**src/rtl/dbg_evt_pkg.sv**
```systemverilog
package dbg_evt_pkg;

   // status bit positions
   localparam int BIT_CRT  = 0;
   localparam int BIT_UDE  = 1;
   localparam int BIT_PMI  = 2;
   localparam int BIT_IMP  = 3;
   localparam int EXT_BASE = 4;

   // debug control register layout
   localparam int CTL_CRT_EN  = 0;
   localparam int CTL_EXT_EN0 = 1;

   // ownership mask positions
   localparam int OWN_DBGCTL = 0;
   localparam int OWN_PMCTL  = 1;
   localparam int OWN_W      = 2;

   typedef enum logic [1:0] {
      SEL_DBGCTL = 2'd0,
      SEL_PMCTL  = 2'd1,
      SEL_STATUS = 2'd2,
      SEL_NONE   = 2'd3
   } wr_sel_e;

endpackage

```
**src/rtl/dbg_pin_edge.sv**
```systemverilog
module dbg_pin_edge #(
   parameter int STAGES = 2
) (
   input  logic clk,
   input  logic rst_n,
   input  logic pin,
   output logic rise
);

   generate
      if (STAGES < 2) begin : g_bad_stages
         $error("dbg_pin_edge: STAGES must be at least 2");
      end
   endgenerate

   logic [STAGES-1:0] chain_q;
   logic              last_q;

   always_ff @(posedge clk or negedge rst_n) begin
      if (!rst_n) begin
         chain_q <= '0;
         last_q  <= 1'b0;
      end else begin
         chain_q <= {chain_q[STAGES-2:0], pin};
         last_q  <= chain_q[STAGES-1];
      end
   end

   assign rise = chain_q[STAGES-1] & ~last_q;

endmodule

```
**src/rtl/dbg_ctl_regs.sv**
```systemverilog
module dbg_ctl_regs
   import dbg_evt_pkg::*;
#(
   parameter int CTL_W = 3
) (
   input  logic             clk,
   input  logic             rst_n,
   input  logic             wr_en,
   input  logic [1:0]       wr_sel,
   input  logic [CTL_W-1:0] wr_data,
   input  logic             ext_dbg_mode,
   input  logic [OWN_W-1:0] own_mask,
   output logic [CTL_W-1:0] dbg_ctl_q,
   output logic             pm_en_q
);

   generate
      if (CTL_W < 1) begin : g_bad_ctl
         $error("dbg_ctl_regs: CTL_W must be positive");
      end
   endgenerate

   // software may write a resource unless the debugger holds it
   logic [OWN_W-1:0] sw_may;
   assign sw_may = ext_dbg_mode ? own_mask : {OWN_W{1'b1}};

   logic dbgctl_we;
   logic pmctl_we;
   assign dbgctl_we = wr_en && (wr_sel == SEL_DBGCTL) && sw_may[OWN_DBGCTL];
   assign pmctl_we  = wr_en && (wr_sel == SEL_PMCTL)  && sw_may[OWN_PMCTL];

   always_ff @(posedge clk or negedge rst_n) begin
      if (!rst_n) begin
         dbg_ctl_q <= '0;
      end else if (dbgctl_we) begin
         dbg_ctl_q <= wr_data;
      end
   end

   always_ff @(posedge clk or negedge rst_n) begin
      if (!rst_n) begin
         pm_en_q <= 1'b0;
      end else if (pmctl_we) begin
         pm_en_q <= wr_data[0];
      end
   end

endmodule

```
**src/rtl/dbg_status_core.sv**
```systemverilog
module dbg_status_core
   import dbg_evt_pkg::*;
#(
   parameter int N_EXT  = 2,
   parameter int PC_W   = 32,
   parameter int STAT_W = EXT_BASE + N_EXT
) (
   input  logic              clk,
   input  logic              rst_n,
   input  logic              crt_fire,
   input  logic              imp_fire,
   input  logic              ude_fire,
   input  logic              pmi_fire,
   input  logic [N_EXT-1:0]  ext_fire,
   input  logic              load_pc,
   input  logic [PC_W-1:0]   pc_in,
   input  logic              clr_en,
   input  logic [STAT_W-1:0] clr_mask,
   input  logic [STAT_W-1:0] irq_mask,
   input  logic              dbg_en,
   input  logic              hi_pri_pend,
   output logic [STAT_W-1:0] status_q,
   output logic [PC_W-1:0]   saved_pc_q,
   output logic              irq
);

   generate
      if (STAT_W != EXT_BASE + N_EXT) begin : g_bad_w
         $error("dbg_status_core: STAT_W does not match N_EXT");
      end
   endgenerate

   logic [STAT_W-1:0] set_vec;

   always_comb begin
      set_vec           = '0;
      set_vec[BIT_CRT]  = crt_fire;
      set_vec[BIT_UDE]  = ude_fire;
      set_vec[BIT_PMI]  = pmi_fire;
      set_vec[BIT_IMP]  = imp_fire;
      set_vec[STAT_W-1:EXT_BASE] = ext_fire;
   end

   logic [STAT_W-1:0] keep_vec;
   assign keep_vec = clr_en ? (status_q & ~clr_mask) : status_q;

   // set after clear: an event arriving with a clear survives
   always_ff @(posedge clk or negedge rst_n) begin
      if (!rst_n) begin
         status_q <= '0;
      end else begin
         status_q <= keep_vec | set_vec;
      end
   end

   always_ff @(posedge clk or negedge rst_n) begin
      if (!rst_n) begin
         saved_pc_q <= '0;
      end else if (load_pc) begin
         saved_pc_q <= pc_in;
      end
   end

   assign irq = dbg_en & ~hi_pri_pend & (|(status_q & irq_mask));

endmodule

```
**src/rtl/dbg_event_recorder.sv**
```systemverilog
module dbg_event_recorder
   import dbg_evt_pkg::*;
#(
   parameter  int N_EXT       = 2,
   parameter  int PC_W        = 32,
   parameter  int SYNC_STAGES = 2,
   localparam int STAT_W      = EXT_BASE + N_EXT
) (
   input  logic              clk,
   input  logic              rst_n,
   input  logic              dbg_en,
   input  logic              hi_pri_pend,
   input  logic              cret_exec,
   input  logic [PC_W-1:0]   cret_pc,
   input  logic [N_EXT-1:0]  ext_evt_pin,
   input  logic              ude_pin,
   input  logic              pm_event,
   input  logic              cpu_stopped,
   input  logic              ext_dbg_mode,
   input  logic [OWN_W-1:0]  own_mask,
   input  logic              wr_en,
   input  logic [1:0]        wr_sel,
   input  logic [STAT_W-1:0] wr_data,
   output logic [STAT_W-1:0] status,
   output logic              irq,
   output logic [PC_W-1:0]   saved_pc
);

   localparam int CTL_W = CTL_EXT_EN0 + N_EXT;

   generate
      if (N_EXT < 1) begin : g_bad_next
         $error("dbg_event_recorder: N_EXT must be at least 1");
      end
      if (PC_W < 2) begin : g_bad_pcw
         $error("dbg_event_recorder: PC_W too small");
      end
   endgenerate

   // control registers
   logic [CTL_W-1:0] dbg_ctl_q;
   logic             pm_en_q;

   dbg_ctl_regs #(
      .CTL_W (CTL_W)
   ) u_ctl (
      .clk          (clk),
      .rst_n        (rst_n),
      .wr_en        (wr_en),
      .wr_sel       (wr_sel),
      .wr_data      (wr_data[CTL_W-1:0]),
      .ext_dbg_mode (ext_dbg_mode),
      .own_mask     (own_mask),
      .dbg_ctl_q    (dbg_ctl_q),
      .pm_en_q      (pm_en_q)
   );

   // asynchronous pins: synchronize then detect rising edge
   logic [N_EXT-1:0] ext_rise;
   logic [N_EXT-1:0] ext_fire;
   logic             ude_rise;

   generate
      for (genvar gi = 0; gi < N_EXT; gi++) begin : g_ext
         dbg_pin_edge #(
            .STAGES (SYNC_STAGES)
         ) u_edge (
            .clk   (clk),
            .rst_n (rst_n),
            .pin   (ext_evt_pin[gi]),
            .rise  (ext_rise[gi])
         );
         assign ext_fire[gi] = ext_rise[gi] & dbg_ctl_q[CTL_EXT_EN0+gi] & ~cpu_stopped;
      end
   endgenerate

   dbg_pin_edge #(
      .STAGES (SYNC_STAGES)
   ) u_ude_edge (
      .clk   (clk),
      .rst_n (rst_n),
      .pin   (ude_pin),
      .rise  (ude_rise)
   );

   // synchronous events
   logic crt_fire;
   logic imp_fire;
   logic load_pc;
   logic pmi_fire;

   assign crt_fire = cret_exec & dbg_ctl_q[CTL_CRT_EN];
   assign imp_fire = crt_fire & ~dbg_en;
   assign load_pc  = crt_fire & dbg_en;
   assign pmi_fire = pm_event & pm_en_q;

   // which status bits may drive the interrupt
   logic [STAT_W-1:0] irq_mask;

   always_comb begin
      irq_mask          = '0;
      irq_mask[BIT_CRT] = dbg_ctl_q[CTL_CRT_EN];
      irq_mask[BIT_UDE] = 1'b1;
      irq_mask[BIT_PMI] = pm_en_q;
      irq_mask[BIT_IMP] = 1'b0;
      irq_mask[STAT_W-1:EXT_BASE] = dbg_ctl_q[CTL_W-1:CTL_EXT_EN0];
   end

   logic status_clr;
   assign status_clr = wr_en && (wr_sel == SEL_STATUS);

   dbg_status_core #(
      .N_EXT  (N_EXT),
      .PC_W   (PC_W),
      .STAT_W (STAT_W)
   ) u_core (
      .clk         (clk),
      .rst_n       (rst_n),
      .crt_fire    (crt_fire),
      .imp_fire    (imp_fire),
      .ude_fire    (ude_rise),
      .pmi_fire    (pmi_fire),
      .ext_fire    (ext_fire),
      .load_pc     (load_pc),
      .pc_in       (cret_pc),
      .clr_en      (status_clr),
      .clr_mask    (wr_data),
      .irq_mask    (irq_mask),
      .dbg_en      (dbg_en),
      .hi_pri_pend (hi_pri_pend),
      .status_q    (status),
      .saved_pc_q  (saved_pc),
      .irq         (irq)
   );

endmodule

```
**config.mk**
```make
export PLATFORM = sky130hd
export DESIGN_NAME = dbg_event_recorder
export DESIGN_NICKNAME = d
export VERILOG_FILES = /design/src/rtl/dbg_evt_pkg.sv /design/src/rtl/dbg_pin_edge.sv /design/src/rtl/dbg_ctl_regs.sv /design/src/rtl/dbg_status_core.sv /design/src/rtl/dbg_event_recorder.sv
export SDC_FILE = /design/constraint.sdc
export NUM_CORES = 1
export LEC_CHECK = 0
export BUFFER_PORTS_ARGS = -buffer_cell sky130_fd_sc_hd__buf_4
export CORE_MARGIN = 3
export CORE_UTILIZATION = 47
export DETAILED_ROUTE_END_ITERATION = 10
export PLACE_DENSITY = 0.83
export SYNTH_ARGS = -nofsm -noshare
export SYNTH_HDL_FRONTEND = slang
export SYNTH_HIERARCHICAL = 1
export SYNTH_SLANG_ARGS = --single-unit
```
**constraint.sdc**
```tcl
create_clock -name clk -period 2.4 [get_ports clk]
set_input_delay 0.24 -clock clk [delete_from_list [all_inputs] [get_ports clk]]
set_output_delay 0.24 -clock clk [all_outputs]
set_load 0.005 [all_outputs]
```
# Word level (Yosys, flattened, before mapping)
# Cells that the tools add are included.
[word_totals] reg_bits=51 latchBits=0 ramBits=0 romBits=0 inputBits=54 output_inout_bits=39 elab_cells=44 mem_count=0
[op_classes] add_sub_neg=0 mul=0 n_div=0 order_cmp=0 eq_ne=2 shift=0 mux=2 bitwise=23 reduce_logical=7
[op_table] cell="bitwise AND 1 bit" count=13
[op_table] cell="bitwise AND 6 bit" count=2
[op_table] cell="2-to-1 mux 6 bit" count=1
[op_table] cell="inverter 1 bit" count=6
[op_table] cell="inverter 6 bit" count=1
[op_table] cell="OR 6 bit" count=1
[op_table] cell="OR reduction 6 bit" count=1
[op_table] cell="logical AND 1 bit" count=5
[op_table] cell="equality test 2 x 1 -> 1 bit, second input constant" count=1
[op_table] cell="equality test 2 bit, second input constant" count=1
[op_table] cell="logical NOT 2 bit" count=1
[op_table] cell="2-to-1 mux 2 bit" count=1

# Longest topological paths before layout
# Gate-level depths: netlist of run 1.
[depth] depth_word=5 ltp_mapped=4 mapped_depth_nobuf=3

# Cells and area by module
# Netlist of run 1, hierarchy kept.
[modules_own_cells] mod="dbg_status_core" instances=1 cells_per_inst=91 area_each_um2=1597.8 seq_area_each_um2=950.9
[modules_own_cells] mod="dbg_pin_edge" instances=3 cells_per_inst=4 area_each_um2=88.8 seq_area_each_um2=75.1
[modules_own_cells] mod="dbg_ctl_regs" instances=1 cells_per_inst=13 area_each_um2=182.7 seq_area_each_um2=100.1
[modules_own_cells] mod="dbg_event_recorder" instances=1 cells_per_inst=9 area_each_um2=62.6 seq_area_each_um2=0.0

# Worst setup path after synthesis of run 1
# Ideal clock, no wire load.
[synth_path] path_type="reg2reg" startpoint="reg u_ctl.dbg_ctl_q[0]" endpoint="reg u_core.saved_pc_q[0]" setup_ns=0.125 arrival_time_ns=1.111 required_time_ns=2.275 setup_slack_ns=1.164 stages_incl_launch_ff=5 n_path_buf=2 period_less_slack_ns=1.236 cell_sequence="dfrtp_1 and3_2 buf_6 buf_12 mux2_4"
[synth_between] elab_chain_cells=2
[synth_rtl] item="from (decl)" line_no="dbg_ctl_regs.sv:13" source="output logic [CTL_W-1:0] dbg_ctl_q,"
[synth_rtl] item="from (signal assigned)" line_no="dbg_ctl_regs.sv:36" source="dbg_ctl_q <= wr_data;"
[synth_rtl] item="bitwise AND 1 bit" line_no="dbg_event_recorder.sv:92" source="assign crt_fire = cret_exec & dbg_ctl_q[CTL_CRT_EN];"
[synth_rtl] item="bitwise AND 1 bit" line_no="dbg_event_recorder.sv:94" source="assign load_pc = crt_fire & dbg_en;"
[synth_rtl] item="net load_pc" line_no="dbg_event_recorder.sv:89" source="logic load_pc;"
[synth_rtl] item="to (signal assigned)" line_no="dbg_status_core.sv:60" source="saved_pc_q <= pc_in;"
[synth_rtl] item="to (decl)" line_no="dbg_status_core.sv:23" source="output logic [PC_W-1:0] saved_pc_q,"
# The timed path passes the listed nets, and every way through them passes these cells.
# A chain may end at the register's enable or synchronous reset.

# Final worst setup path of run 1
[layout_path] startpoint="reg u_ctl.dbg_ctl_q[0]" endpoint="reg u_core.saved_pc_q[31]"
# The elaborated chain is that of the path after synthesis.

==> results.md, run 1 <==
- Critical path class: reg2reg
- Setup WS post-layout: 843 ps
- Die width: 73.0 microns
- Post-Route WL: roughly 4.2 mm
- Reg2Reg Depth: 3
- Max cap viols: 0
- Distinct cells, synth: 19
- Ant. Diodes: 0
- Status: finished, final reports clean
- Non-filler cells, final: 273
- Share of layout cells above drive strength 1: 0.623
- Vias per cell: approximately 4.9
- Leakage: approximately 1.5 nW
- Number of DRC markers in iteration 0: 31
- Num CTS Buffers: 5
- Synth Net Count: between 150 and 200
- PD cells: roughly 900 nW/um^2
- Slew @ Worst Pin: between 600 and 700 ps
- Critical Path AT: 1740 ps
- Synth top area share: 0.605
- Core Area: between 4000 and 5000 sq um
- Total GRT Usage: 0.165
- Crit path to: u_core/saved_pc_q[31]
- Post-layout min period: roughly 1600 ps
- YS warnings: 6
- Setup violations, final: 0
- Reg2Reg Launch Point: u_ctl/dbg_ctl_q[0]
- Root Buffer: clkbuf_8
- VDD IR max: between 0.4 and 0.5 mV
- Core Util, Final: 0.700
- Final Slew Violations: 0
- I/O pins: 93
- Tot Pwr: roughly 2.6 mW
- Worst-path fanout max: 23
- Synth Cell Area: 2110 sq um
- Setup TNS: 0 ps
- Routability cong.: 0.780
- Avg WL per Cell: 15.4 microns
- Asr flop ratio synth: 1.00
- CP Launch Type: register
- Hold Violations, Final: 0
- HPWL Detailed: 3.19 mm
- Final instance area: 2920 sq um
- RSZ-0062 raised after global routing: false
- Register area share after synthesis: 0.605
- Slowest library cell on the worst path: and3_2
- Num rows: 23
- Largest cells by area after synthesis: dfrtp_1 60%, mux2_4 21%, buf_12 2.8%, a21o_1 2.1%, nor2b_4 2.0%
- Die Ht: about 73 microns
- Die area: 5330 sq um
- Relative slew slack: 0.597
- Placed cells: 264
- Via count: approximately 1,300
- CP startpoint: u_ctl/dbg_ctl_q[0]
- Clk pin slew, worst setup/hold paths: about 90 ps
- CTS resizes: 0
- Synth Instances: roughly 130
- Area leader, netlist: dfrtp_1
- Nets: approximately 280
- Flop-to-flop setup slack: 840 ps
- Starting Density: 0.506
- Routed Antenna Nets: 0
- Capturing point of the worst reg2reg path: u_core/saved_pc_q[31]
- Initial antenna violation count: 0
- HP Class: in2reg
- Clk_skew: around 5.3 ps
- Pin count of the biggest net entering global routing: between 50 and 60
- Placement Cell Area: between 2000 and 3000 sq um
- GR Overflow Total: 0
- IO buf count: 92
- Clock Latency Late Sink: approximately 290 ps
- Top_reg_cell synth: dfrtp_1
- DRT Pass-1 Iters: 4
- Area grow syn2layout: 38.5%
- DRC: 0
- Hold WS: ~49 ps
- CP Cell Sequence: and3_2 > buf_12 > mux2_2
- Worst endpoint required time: between 2000 and 3000 ps
- Flops & latches, synth: 51
- Vias in the first global route: approximately 1,400
- Post-synth EDFFs: 0
- CP peak stage delay: roughly 430 ps
- Avg Inst Size Synth: between 15 and 20 sq um
- CTS tree: built
- Global-route wire length before repair: about 6.6 mm
- Clock Tree Buf Depth: 2
- Most instantiated cells after synthesis: 51 x dfrtp_1, 30 x mux2_4, 6 x a21o_1, 6 x nand2_1, 4 x and3b_1
- CP Capture Type: register
- Max frequency: between 600 and 700 MHz
- Htree depth: 2
- Clk sink count: 51
- Most common cell in the netlist: dfrtp_1
- Place WS: just over 800 ps
- Period Utilization, post-route: 0.649
what timing repair did:
action | CTS | global route
hold buffers | 1 | 0
endpoints found under the hold margin | 51 | 0
setup buffers | 0 | 0
per-layer routing:
| layer | vias up | part of all wire | track usage |
|---|---|---|---|
| li1 | 625 | - | - |
| met1 | 629 | 0.42 | 0.210 |
| met2 | 65 | 0.48 | 0.263 |
| met3 | 7 | 0.089 | 0.0441 |
| met4 | 0 | 0.015 | 0.0738 |
| met5 | - | 0 | 0 |
cells by family (layout without fill, tap and decap cells):
family,count (synthesis),after routing,share of synthesized area
flops,51,51,0.605
mux,36,36,0.246
simple gates,17,17,0.0623
compound gates,12,12,0.0445
buf+inv,7,105,0.0391
other cells,2,2,0.00356
power breakdown:
group          total, mW  internal [mW]  switching (mW)
registers           1.25           1.10           0.153
logic              0.846          0.608           0.238
clock network      0.523          0.263           0.260
how the worst min path moves through the flow:
| stage | endpoint | depth (start not counted) | from |
|---|---|---|---|
| floorplan | g_ext[0].u_edge/chain_q[0] | 0 | rst_n |
| global placement | g_ext[0].u_edge/last_q | 1 | rst_n |
| detailed placement | g_ext[0].u_edge/last_q | 1 | rst_n |
| CTS | g_ext[1].u_edge/chain_q[0] | 1 | ext_evt_pin[1] |
| global route | u_ude_edge/chain_q[0] | 1 | ude_pin |
| finish | g_ext[1].u_edge/chain_q[0] | 1 | ext_evt_pin[1] |
critical path: cells and delay by family (launching register included):
family | cells | cell delay, ps
AND/OR/NAND/NOR | 1 | 430
buffers and inverters | 1 | 250
multiplexers | 1 | 360
flip-flops | 1 | 390
flip-flops by register name, indices dropped and copies added, names as in the netlist:
| name | cells |
|---|---|
| u_core/saved_pc_q | 32 |
| g_ext.u_edge/last_q | 2 |
| u_ctl/pm_en_q | 1 |
| u_ude_edge/chain_q | 2 |
| g_ext.u_edge/chain_q | 4 |
| u_ctl/dbg_ctl_q | 3 |
| u_core/status_q | 6 |
| u_ude_edge/last_q | 1 |
area by class of cell:
type	count	area (sq um)
Sequential cell	51	1280
Fill cell	293	1250
Multi-Input combinational cell	67	751
Timing Repair Buffer	94	721
Clock buffer	8	100
Tap cell	50	62.6
Inverter	3	11.3
layout by cell type (no fill, tap or decap), drive strengths merged:
cell type,n
nor3b,1
dlygate4sd3,1
inv,3
dfrtp,51
nand2,6
nor2b,3
buf,93
mux2,36
and2,2
clkbuf,8
conb,2
and3b,4
and3,1
a311oi,1
o21ai,1
o2111ai,1
a21o,6
a22oi,3
No activity file was read; power rests on OpenSTA's default activity.
==> run 2: changes to the inputs <==
- CORE_UTILIZATION: 47 -> 42
- PLACE_DENSITY: 0.83 -> 0.78
- clock period: 2.4 -> 1.3 ns (I/O delays scaled with it)
==> results.md, run 2 (synthesis results as in run 1) <==
- Initial antenna violation count: 0 (unchanged)
- Setup violations, final: 1 (was 0)
- Placed cells: 283 (was 264)
- Part of the power in registers: 0.474 (was 0.478)
- Core Util, Final: 0.635 (was 0.700)
- HPWL Detailed: 3.11 mm (was 3.19 mm)
- Commonest non-fill, non-tap cells in the layout: 95 x buf_4, 51 x dfrtp_1, 30 x mux2_4 (was 92 x buf_4, 51 x dfrtp_1, 30 x mux2_4)
- Slowest library cell on the worst path: dfrtp_1 (was and3_2)
- Avg WL per Cell: 14.4 microns (was 15.4 microns)
- CP peak stage delay: 390 ps (was 430 ps)
- Vias in the first global route: 1,509 (was 1,440)
- Status: finished, violations left (was finished, final reports clean)
- Top reg by flops: u_core/saved_pc_q (unchanged)
- Post-layout min period: approximately 1300 ps
- Slew @ Worst Pin: 624 ps (was 605 ps)
- Ant. Diodes: 0 (unchanged)
- Critical Path AT: 1220 ps (was 1740 ps)
- Post-Route WL: 4.29 mm (was 4.21 mm)
- Final Slew Violations: 0 (unchanged)
- CP Capture Type: output port (was register)
- Leakage: 1.51 nW (was 1.47 nW)
- Total GRT Usage: 0.152 (was 0.165)
- GR Overflow Total: 0 (unchanged)
- Num CTS Buffers: 5 (unchanged)
- Core Area: 4790 sq um (was 4170 sq um)
- Clock Latency Late Sink: 300 ps (was 290 ps)
- Most used routing layer: met2 (unchanged)
- Num rows: 25 (was 23)
- CP Cell Sequence: buf_6 > a22oi_2 > a311oi_2 > buf_4 (was and3_2 > buf_12 > mux2_2)
- DRC: 0 (unchanged)
- Die area: 5910 sq um (was 5330 sq um)
- Die Ht: 76.9 microns (was 73.0 microns)
- Number of DRC markers in iteration 0: 60 (was 31)
- Clk pin slew, worst setup/hold paths: 90 ps (about the same)
- Clock Power Share: 0.188 (was 0.200)
- Via count: 1,327 (was 1,326)
- Worst endpoint required time: 1170 ps (was 2580 ps)
- Clk_skew: 11.1 ps (was 5.35 ps)
- Max cap viols: 0 (unchanged)
- Hold Violations, Final: 0 (unchanged)
- Failing checks: setup timing
- Tot Pwr: 4.89 mW (was 2.62 mW)
- GR Util met2: 0.243 (was 0.263)
- Met1 Use GR: 0.187 (was 0.210)
- RSZ-0062 raised after global routing: true (was false)
- Routability cong.: 0.743 (was 0.780)
- Routed Antenna Nets: 0 (unchanged)
- IO buf count: 92 (unchanged)
- Starting Density: 0.441 (was 0.506)
- FF/Latch Area: 1280 sq um (unchanged)
- Worst-path fanout max: 2 (was 23)
- Area grow syn2layout: 44.0% (was 38.5%)
- Internal power: 3.65 mW (was 1.97 mW)
- Pin count of the biggest net entering global routing: 52 (unchanged)
- Clk sink count: 51 (unchanged)
- HP Class: in2reg (unchanged)
- Non-filler cells, final: 298 (was 273)
- Vias per cell: 4.45 (was 4.86)
- Share of layout cells above drive strength 1: 0.636 (was 0.623)
- DRT Pass-1 Iters: 2 (was 4)
- VDD IR max: 0.865 mV (was 0.489 mV)
- Biggest regs: u_core/saved_pc_q (32), u_core/status_q (6), g_ext.u_edge/chain_q (4) (unchanged)
- CTS tree: built (unchanged)
- Switching part of the total: 0.253 (was 0.248)
- Fillers: 380 (was 293)
- I/O pins: 93 (unchanged)
- Nets: 284 (was 276)
- GRT met3 Usage: 0.0634 (was 0.0441)
- CP Launch Type: register (unchanged)
- P_sw: 1.24 mW (was 0.651 mW)
- Period Utilization, post-route: 1.04
- Global-route wire length before repair: 7.20 mm (was 6.62 mm)
- Critical path class: reg2out (was reg2reg)
- Clock Tree Buf Depth: 2 (unchanged)
- Relative slew slack: 0.584 (was 0.597)
- Htree depth: 2 (unchanged)
- Root Buffer: clkbuf_8 (unchanged)
- Combinational share of power: 0.338 (was 0.323)
- Die width: 76.9 microns (was 73.0 microns)
- Setup WS post-layout: -49.3 ps (was 843 ps)
- Max frequency: approximately 740 MHz
- Max reg flops: 32 (unchanged)
- PD cells: 1610 nW/um^2 (was 897 nW/um^2)
- Commonest non-fill, non-tap cell in the layout: buf_4 (unchanged)
- Area of the multi-input gates: 767 sq um (was 751 sq um)
==> run 2: cell types whose count changed in the layout (fill, tap and decap cells not counted), sizes merged <==
cell,before,now
clkbuf,8,7
clkinv,0,1
dlygate4sd3,1,4
buf,93,98
==> run 2: worst max-delay path, delay by kind of cell, from the launching register on <==
kind,cells,cell delay (ps)
flops,1,390
buf+inv,2,270
compound gates,2,270
==> run 2: worst paths after layout <==
check | startpoint | to | slack (ps) | depth (start not counted)
min in group asynchronous | rst_n | u_core/saved_pc_q[25] | 380 | 2
max in group asynchronous | rst_n | u_core/status_q[2] | 490 | 2
hold / removal | cret_pc[13] | u_core/saved_pc_q[13] | 60 | 2
setup reg to reg | u_ctl/dbg_ctl_q[0] | u_core/saved_pc_q[31] | 60 | 3
setup / recovery | u_ctl/dbg_ctl_q[0] | irq | -50 | 4
hold reg to reg | g_ext[1].u_edge/chain_q[0] | g_ext[1].u_edge/chain_q[1] | 360 | 0
==> run 2: what timing repair did <==
action / CTS / global route
buffers inserted: 1 / 2
setup endpoints to repair: 1 / 1
hold endpoints to repair: 54 / 0
hold buffers: 4 / 0
resized for setup: 3 / 1
pin swaps: 2 / 1
==> run 2: area by class of cell <==
type | count | share of cell area
Tap cell | 67 | 0.0276
Multi-Input combinational cell | 67 | 0.252
Clock buffer | 7 | 0.0284
Clock inverter | 1 | 0.00288
Inverter | 3 | 0.00371
Sequential cell | 51 | 0.420
Timing Repair Buffer | 102 | 0.265
==> run 2: routing by layer <==
metal / part of all wire / up-vias
met5: 0 / -
met4: 0.0072 / 0
met3: 0.084 / 4
met2: 0.49 / 53
met1: 0.42 / 632
li1: - / 638
==> run 2: power groups by stage <==
stage	registers (mW)	logic (mW)	clock network [mW]
final	2.32	1.65	0.917
after floorplan	2.33	0.694	0
after global placement	2.33	1.57	0
after CTS	2.32	1.64	0.965
after detailed placement	2.32	1.61	0
after global routing	2.38	1.77	1.04
==> run 2: per-stage QoR <==
step	TNS (ps)	hold WS, ps	cell area, sq um	setup slack [ps]
2_1_floorplan	0	-166	2110	64.1
3_3_place_gp	0	191	2860	95.4
3_5_place_dp	0	194	2860	72.2
4_1_cts	-62.2	43.1	3020	-62.2
5_1_grt	-125	32.6	3040	-125
6_report	-49.3	55.5	3040	-49.3
==> run 3: changes to the inputs <==
- CORE_UTILIZATION: 42 -> 47
- PLACE_DENSITY: 0.78 -> 0.83
- clock period: 1.3 -> 1.56 ns (I/O delays scaled with it)
==> results.md, run 3 (synthesis results as in run 1) <==
- Status: finished, final reports clean (was finished, violations left)
- Max reg flops: 32 (unchanged)
- Post-Route WL: 4.24 mm (was 4.29 mm)
- Clock Latency Late Sink: 290 ps (was 300 ps)
- CTS resizes: 0 (was 3)
- Max frequency: 734 MHz
- I/O pins: 93 (unchanged)
- Number of DRC markers in iteration 0: 58 (was 60)
- Post-layout min period: 1360 ps
- Setup violations, final: 0 (was 1)
- DRT Pass-1 Iters: 4 (was 2)
- Vias per cell: 4.84 (was 4.45)
- DRC: 0 (unchanged)
- Die area: 5330 sq um (was 5910 sq um)
- Leakage: 1.48 nW (was 1.51 nW)
- Clk sink count: 51 (unchanged)
- Routability cong.: 0.788 (was 0.743)
- Max cap viols: 0 (unchanged)
- Clk pin slew, worst setup/hold paths: 80 ps (was 90 ps)
- CP Launch Type: register (unchanged)
- Routed Antenna Nets: 0 (unchanged)
- HPWL Detailed: 3.19 mm (was 3.11 mm)
- Hold WS: 90.5 ps (was 55.5 ps)
- Clock Tree Buf Depth: 2 (unchanged)
- Share of layout cells above drive strength 1: 0.611 (was 0.636)
- Setup TNS: 0 ps (was -49.3 ps)
- Area grow syn2layout: 39.0% (was 44.0%)
- Htree depth: 2 (unchanged)
- Non-filler cells, final: 276 (was 298)
- Fillers: 317 (was 380)
- Relative slew slack: 0.589 (was 0.584)
- Clk_skew: 2.45 ps (was 11.1 ps)
- Tot Pwr: 3.95 mW (was 4.89 mW)
- Root Buffer: clkbuf_8 (unchanged)
- HP Class: in2reg (unchanged)
- Global-route wire length before repair: 6.82 mm (was 7.20 mm)
- Period Utilization, post-route: 0.873
- CP Capture Type: output port (unchanged)
- PD cells: 1350 nW/um^2 (was 1610 nW/um^2)
- Post-CTS setup buffer count: 0 (was 1)
- Worst-path fanout max: 5 (was 2)
- Commonest non-fill, non-tap cells in the layout: 92 x buf_4, 51 x dfrtp_1, 30 x mux2_4 (was 95 x buf_4, 51 x dfrtp_1, 30 x mux2_4)
- Hold-fix buffers, CTS: 4 (unchanged)
- Final Slew Violations: 0 (unchanged)
- Slew @ Worst Pin: 616 ps (was 624 ps)
- Vias in the first global route: 1,446 (was 1,509)
- Nets: 279 (was 284)
- RSZ-0062 raised after global routing: false (was true)
- Critical Path AT: 1210 ps (was 1220 ps)
- Biggest regs: u_core/saved_pc_q (32), u_core/status_q (6), g_ext.u_edge/chain_q (4) (unchanged)
- Starting Density: 0.506 (was 0.441)
- Die Ht: 73.0 microns (was 76.9 microns)
- IO buf count: 92 (unchanged)
- Initial antenna violation count: 0 (unchanged)
- Ant. Diodes: 0 (unchanged)
- Total GRT Usage: 0.171 (was 0.152)
- Hold Violations, Final: 0 (unchanged)
- Critical path class: reg2out (unchanged)
- Pin count of the biggest net entering global routing: 52 (unchanged)
- GR Overflow Total: 0 (unchanged)
- Top reg by flops: u_core/saved_pc_q (unchanged)
- Num rows: 23 (was 25)
- Core Util, Final: 0.703 (was 0.635)
- Die width: 73.0 microns (was 76.9 microns)
- VDD IR max: 0.860 mV (was 0.865 mV)
- Placed cells: 264 (was 283)
- Via count: 1,335 (was 1,327)
- Core Area: 4170 sq um (was 4790 sq um)
- Num CTS Buffers: 5 (unchanged)
- Avg WL per Cell: 15.4 microns (was 14.4 microns)
- Worst endpoint required time: 1400 ps (was 1170 ps)
- CTS tree: built (unchanged)
- Commonest non-fill, non-tap cell in the layout: buf_4 (unchanged)
==> run 3: cell type report <==
class	instances	area, sq um	area share
Timing Repair Buffer	97	751	0.256
Clock buffer	7	76.3	0.0260
Inverter	3	11.3	0.00384
Tap cell	50	62.6	0.0213
Clock inverter	1	5.00	0.00171
Sequential cell	51	1280	0.435
Multi-Input combinational cell	67	751	0.256
==> run 3: path summary, 6_finish.rpt <==
check / start / cells after the start / slack (ps) / end
min in group asynchronous: rst_n / 2 / 410 / g_ext[0].u_edge/last_q
worst max-delay path: u_ctl/dbg_ctl_q[0] / 3 / 200 / irq
max in group asynchronous: rst_n / 2 / 720 / u_core/saved_pc_q[6]
worst min-delay path: cret_pc[28] / 2 / 90 / u_core/saved_pc_q[28]
worst max register to register: u_ctl/dbg_ctl_q[0] / 3 / 220 / u_core/saved_pc_q[31]
worst min register to register: g_ext[0].u_edge/chain_q[0] / 0 / 360 / g_ext[0].u_edge/chain_q[1]
==> run 3: routing by layer <==
layer	track usage	wire length, microns	up-vias
li1	-	-	626
met1	0.220	1740	638
met2	0.263	2050	65
met3	0.0675	393	6
met4	0.0615	56	0
met5	0	0	-
==> run 3: worst max-delay path: stages (launching register included) <==
cell      delay, ps
dfrtp_1         390
a22oi_1         110
a311oi_1        270
buf_4           150
==> run 3: per-stage QoR <==
step	instance area, sq um	worst slack [ps]
after detailed placement	2810	224
final	2930	197
after CTS	2930	190
after global placement	2810	255
after global routing	2930	106
after floorplan	2110	324
==> run 3: report_power, final <==
group	switching [mW]	internal (mW)
Sequential	0.238	1.69
Clock	0.393	0.316
Combinational	0.368	0.940
Total	0.999	2.95
